<file path="src/rtl/sbg_pkg.sv">
package sbg_pkg;
  typedef enum logic [1:0] {
    K_COND = 2'b00,
    K_CALL = 2'b01,
    K_RET  = 2'b10,
    K_CRET = 2'b11
  } br_kind_t;

  localparam int unsigned INSN_BYTES = 4;
endpackage

</file>
<file path="src/rtl/sbg_ret_stack.sv">
module sbg_ret_stack #(
  parameter int AW    = 32,
  parameter int DEPTH = 3,
  localparam int PW   = (DEPTH > 1) ? $clog2(DEPTH) : 1,
  localparam int OW   = $clog2(DEPTH + 1)
) (
  input  logic          clk,
  input  logic          rst_n,
  input  logic          flush,
  input  logic          push,
  input  logic          pop,
  input  logic [AW-1:0] push_addr,
  output logic [AW-1:0] top_addr,
  output logic [OW-1:0] occ
);
  logic [AW-1:0] slot [DEPTH];
  logic [PW-1:0] wr_ptr;

  function automatic logic [PW-1:0] ptr_inc(input logic [PW-1:0] p);
    return (p == PW'(DEPTH - 1)) ? '0 : p + 1'b1;
  endfunction

  function automatic logic [PW-1:0] ptr_dec(input logic [PW-1:0] p);
    return (p == '0) ? PW'(DEPTH - 1) : p - 1'b1;
  endfunction

  assign top_addr = slot[ptr_dec(wr_ptr)];

  always_ff @(posedge clk) begin
    if (!rst_n || flush) begin
      wr_ptr <= '0;
      occ    <= '0;
    end else if (push) begin
      wr_ptr <= ptr_inc(wr_ptr);
      if (occ != OW'(DEPTH)) occ <= occ + 1'b1;
    end else if (pop && occ != '0) begin
      wr_ptr <= ptr_dec(wr_ptr);
      occ    <= occ - 1'b1;
    end
  end

  for (genvar i = 0; i < DEPTH; i++) begin : g_slot
    always_ff @(posedge clk) begin
      if (!rst_n) slot[i] <= '0;
      else if (push && !flush && wr_ptr == PW'(i)) slot[i] <= push_addr;
    end
  end
endmodule

</file>
<file path="src/rtl/sbg_dir.sv">
module sbg_dir #(
  parameter int AW = 32,
  parameter int DW = 24
) (
  input  sbg_pkg::br_kind_t kind,
  input  logic [AW-1:0]     pc,
  input  logic [DW-1:0]     disp,
  input  logic              stack_nonempty,
  input  logic [AW-1:0]     stack_top,
  output logic              guess_taken,
  output logic [AW-1:0]     guess_target,
  output logic [AW-1:0]     seq_addr
);
  import sbg_pkg::*;

  function automatic logic [AW-1:0] rel_target(input logic [AW-1:0] p, input logic [DW-1:0] d);
    return p + {{(AW-DW){d[DW-1]}}, d};
  endfunction

  assign seq_addr = pc + AW'(INSN_BYTES);

  always_comb begin
    guess_taken  = 1'b0;
    guess_target = seq_addr;
    unique case (kind)
      K_COND: if (disp[DW-1]) begin
        guess_taken  = 1'b1;
        guess_target = rel_target(pc, disp);
      end
      K_CALL: begin
        guess_taken  = 1'b1;
        guess_target = rel_target(pc, disp);
      end
      K_RET: if (stack_nonempty) begin
        guess_taken  = 1'b1;
        guess_target = stack_top;
      end
      default: ;
    endcase
  end
endmodule

</file>
<file path="src/rtl/static_branch_guess.sv">
module static_branch_guess #(
  parameter int AW    = 32,
  parameter int DW    = 24,
  parameter int DEPTH = 3
) (
  input  logic          clk,
  input  logic          rst_n,
  input  logic          dec_valid,
  input  logic [1:0]    dec_kind,
  input  logic [AW-1:0] dec_pc,
  input  logic [DW-1:0] dec_disp,
  input  logic          dyn_hit,
  input  logic          flush,
  output logic          pred_taken,
  output logic [AW-1:0] pred_target,
  output logic          redirect
);
  import sbg_pkg::*;
  localparam int OW = $clog2(DEPTH + 1);

  br_kind_t      kind;
  logic [OW-1:0] occ;
  logic [AW-1:0] top_addr, seq_addr;
  logic          guess_taken, push_ev, pop_ev, nonempty;

  assign kind     = br_kind_t'(dec_kind);
  assign nonempty = (occ != '0);
  assign push_ev  = dec_valid && kind == K_CALL;
  assign pop_ev   = dec_valid && kind == K_RET && nonempty;

  sbg_dir #(.AW(AW), .DW(DW)) u_dir (
    .kind(kind), .pc(dec_pc), .disp(dec_disp),
    .stack_nonempty(nonempty), .stack_top(top_addr),
    .guess_taken(guess_taken), .guess_target(pred_target), .seq_addr(seq_addr)
  );

  sbg_ret_stack #(.AW(AW), .DEPTH(DEPTH)) u_stack (
    .clk(clk), .rst_n(rst_n), .flush(flush),
    .push(push_ev), .pop(pop_ev), .push_addr(seq_addr),
    .top_addr(top_addr), .occ(occ)
  );

  assign pred_taken = dec_valid && guess_taken;
  assign redirect   = pred_taken && !dyn_hit;
endmodule

</file>
<file path="config.mk">
export PLATFORM = sky130hd
export DESIGN_NAME = static_branch_guess
export DESIGN_NICKNAME = d
export VERILOG_FILES = /design/src/rtl/sbg_pkg.sv /design/src/rtl/sbg_ret_stack.sv /design/src/rtl/sbg_dir.sv /design/src/rtl/static_branch_guess.sv
export SDC_FILE = /design/constraint.sdc
export NUM_CORES = 1
export LEC_CHECK = 0
export BUFFER_PORTS_ARGS = -buffer_cell sky130_fd_sc_hd__buf_2
export CAP_MARGIN = 20
export CORE_MARGIN = 2
export CORE_UTILIZATION = 40
export CTS_BUF_LIST = sky130_fd_sc_hd__clkbuf_16
export CTS_CLUSTER_DIAMETER = 50
export CTS_CLUSTER_SIZE = 28
export DETAILED_ROUTE_END_ITERATION = 7
export PLACE_DENSITY = 0.7
export SLEW_MARGIN = 15
export SYNTH_ARGS = -nofsm -noshare
export SYNTH_HDL_FRONTEND = slang
export SYNTH_HIERARCHICAL = 1
export SYNTH_SLANG_ARGS = --single-unit
</file>
<file path="constraint.sdc">
create_clock -name clk -period 5.2 [get_ports clk]
set_input_delay 1.04 -clock clk [delete_from_list [all_inputs] [get_ports clk]]
set_output_delay 1.04 -clock clk [all_outputs]
set_load 0.01 [all_outputs]
</file>
==> flow_summary.json <==
{
  "gp_congestion": 0.894,
  "grt-ovfl-total": 0,
  "drc": 0,
  "grt_pass1_vias": 5579,
  "portBuffers": 96,
  "worstPathCellList": "buf_2, ha_1, inv_1, fa_1, nand2b_1, a21oi_1, o311a_1, o21ai_1, o21ai_2, and2_1, o21ai_1, mux2_1, o21ai_1, buf_2",
  "critPathMaxStageDelay_ns": 0.37,
  "totalWireLength_um": 18900,
  "setup_viol": 0,
  "via_per_inst": 5.62,
  "syn_inst": 741,
  "finalMaxSlewViolations": 0,
  "startpoint": "dec_pc[0]",
  "synthSimpleGateAreaFrac": 0.216,
  "dp_hpwl_um": 13100,
  "critPathTopFamily": "compound AO/OA/AOI/OAI gates",
  "drive_gt1_frac": 0.188,
  "cts_htree_levels": 3,
  "die_x_um": 140,
  "dieArea_mm2": 0.0196,
  "setup_tns_ns": 0,
  "cts_buffers": 9,
  "pwr_density_cell_mw_per_mm2": 239,
  "ctsLongestPathBuffers": 2,
  "rsz0062_at_grt": "false",
  "final_util": 0.457,
  "path_class": "in2out",
  "r2r_start": "u_stack/wr_ptr[0]$_SDFFE_PP0P_",
  "place_area_mm2": 0.00795,
  "ir_drop_uv": 189,
  "max_freq_ghz": 0.203,
  "clock-sinks": 100,
  "synth_ff_type": "edfxtp_1",
  "initial_core_util": 0.410,
  "post-cts-setup-buffers": 0,
  "dr.pass1.iters": 4,
  "crit_buf_inv": 3,
  "cp_common_cell": "o21ai_1",
  "finalPower_mw": 1.97,
  "postCtsResizedCells": 0,
  "layout_commonest_cell": "and2_1",
  "vias": 5917,
  "async_flop_share": 0,
  "synth_seq_cells": 100,
  "ant_nets": 0,
  "crit_required_ns": 4.16,
  "crit_path_end_kind": "primary output",
  "pin_count": 97,
  "maxSlewHeadroom": 0.360,
  "grt_max_degree": 59,
  "skew_ns": 0.00897,
  "die-height_um": 140,
  "avgRoutedWirePerCell_um": 18.0,
  "worstMarginPinSlew_ns": 0.960,
  "synth_edf_count": 96,
  "core_area_mm2": 0.0180,
  "ys_types": 71,
  "antenna_found_initial": 0,
  "drv_cap": 0,
  "arrival_ns": 3.88,
  "min_from": "u_stack/occ[1]$_SDFFE_PP0P_",
  "syn_area_mm2": 0.00738,
  "most-common-layout-cells": "102 x and2_1, 96 x buf_2, 96 x edfxtp_1",
  "hold_violations": 0,
  "synth_top_family_by_area": "simple AND/OR/NAND/NOR gates",
  "critPathMaxFanout": 6,
  "area_growth_pct": 11.5,
  "yosysWarnings": 6,
  "synthMuxAreaShare": 0.0507,
  "p_leak_nw": 3.28,
  "clkTransAtPathRegs_ns": 0.07,
  "clk_latency_ns": 0.35,
  "synth-xor-area-share": 0.0591,
  "synth_compound_area_frac": 0.164,
  "clock-root-buffer": "clkbuf_16",
  "synthAdderAreaFrac": 0.0654,
  "stdcell_area_mm2": 0.00824,
  "cts_tree": "done",
  "cts_hold_buffers": 0,
  "dr.first_iter.drc_count": 403,
  "rows": 49,
  "status": "complete, no violations",
  "hold_path_class": "reg2reg",
  "track_usage": 0.192,
  "seq_area_frac_synth": 0.401,
  "post_synth.cell_area_avg_um2": 9.97,
  "slowest_stage": "fa_1",
  "finalCritPeriodShare": 0.947,
  "grt_pass1_wl_um": 30000,
  "synth_nets": 842,
  "n_antenna_cell": 0,
  "min_period_ns": 4.92,
  "startpoint_type": "primary input",
  "nNetsFinal": 919
}
==> registers in the layout, indices dropped and copies added, names as in the netlist <==
name / count
u_stack/occ: 2
u_stack/slot: 96
u_stack/wr_ptr: 2
==> final timing paths <==
kind,end,slack (ns),cells past startpoint
worst max register to register,u_stack/wr_ptr[1]$_SDFFE_PP0P_,3.32,6
worst max-delay path,pred_target[22],0.28,14
worst min-delay path,u_stack/occ[0]$_SDFFE_PP0P_,0.54,2
worst min register to register,u_stack/occ[0]$_SDFFE_PP0P_,0.54,2
==> per-layer routing <==
metal / routed length (µm) / share of wire / track usage / up-vias
li1: - / - / - / 2878
met1: 8540 / 0.45 / 0.267 / 2811
met2: 9010 / 0.48 / 0.318 / 198
met3: 900 / 0.048 / 0.0131 / 30
met4: 442 / 0.023 / 0.0647 / 0
met5: 0 / 0 / 0 / -
==> tightest hold or removal path, stage by stage (launching register included) <==
cell and delay (ns):
dfxtp_1 0.35, o21ai_0 0.09, a21oi_1 0.06
==> synthesized netlist by cell type (4+ instances only) <==
library cell,instances,area (µm²)
o211ai_1,5,37.5
a221oi_1,6,52.6
nand4_1,12,75.1
o21ai_1,12,60.1
nand3_1,21,105
ha_1,37,463
a211oi_1,5,37.5
buf_4,5,37.5
nor3_1,7,35.0
o21ai_2,4,35.0
and3_1,9,56.3
nand2_1,33,124
a22oi_1,22,165
xnor2_1,30,263
buf_2,5,25.0
dfxtp_1,4,80.1
edfxtp_1,96,2880
nand2b_1,8,50.1
o21ai_0,27,135
a21oi_1,62,310
and2_1,102,638
nor2b_1,5,31.3
mux2i_1,34,340
nor2_1,54,203
a21o_1,14,105
clkbuf_1,15,56.3
inv_1,13,48.8
xor2_1,18,158
buf_6,14,158
==> area by class of cell <==
type                    instances  area (µm²)
repair buffers                105         561
fillers                      1755        9790
inverters                      13        48.8
multi-input cells             589        4120
clock inverters                 7        37.5
clock buffers                   9         225
well taps                     229         287
flip-flops and latches        100        2960
==> per-stage QoR <==
step                std cells  setup WS [ns]  hold slack (ns)
finish                   1052          0.277            0.544
global route             1052          0.171            0.571
CTS                      1051          0.328            0.535
detailed placement       1035          0.346            0.527
global placement         1035          0.416            0.534
floorplan                 741          0.964            0.501
==> power by group <==
| group | internal (mW) | switching (mW) |
|---|---|---|
| Combinational | 0.176 | 0.276 |
| Sequential | 0.911 | 0.00822 |
| Clock | 0.318 | 0.281 |
==> cell families after synthesis <==
group	Yosys count
buf+inv	52
xor+xnor	49
mux	37
compound gates	186
simple gates	279
flops	100
fa+ha+maj	38
No activity file was read; power rests on OpenSTA's default activity.
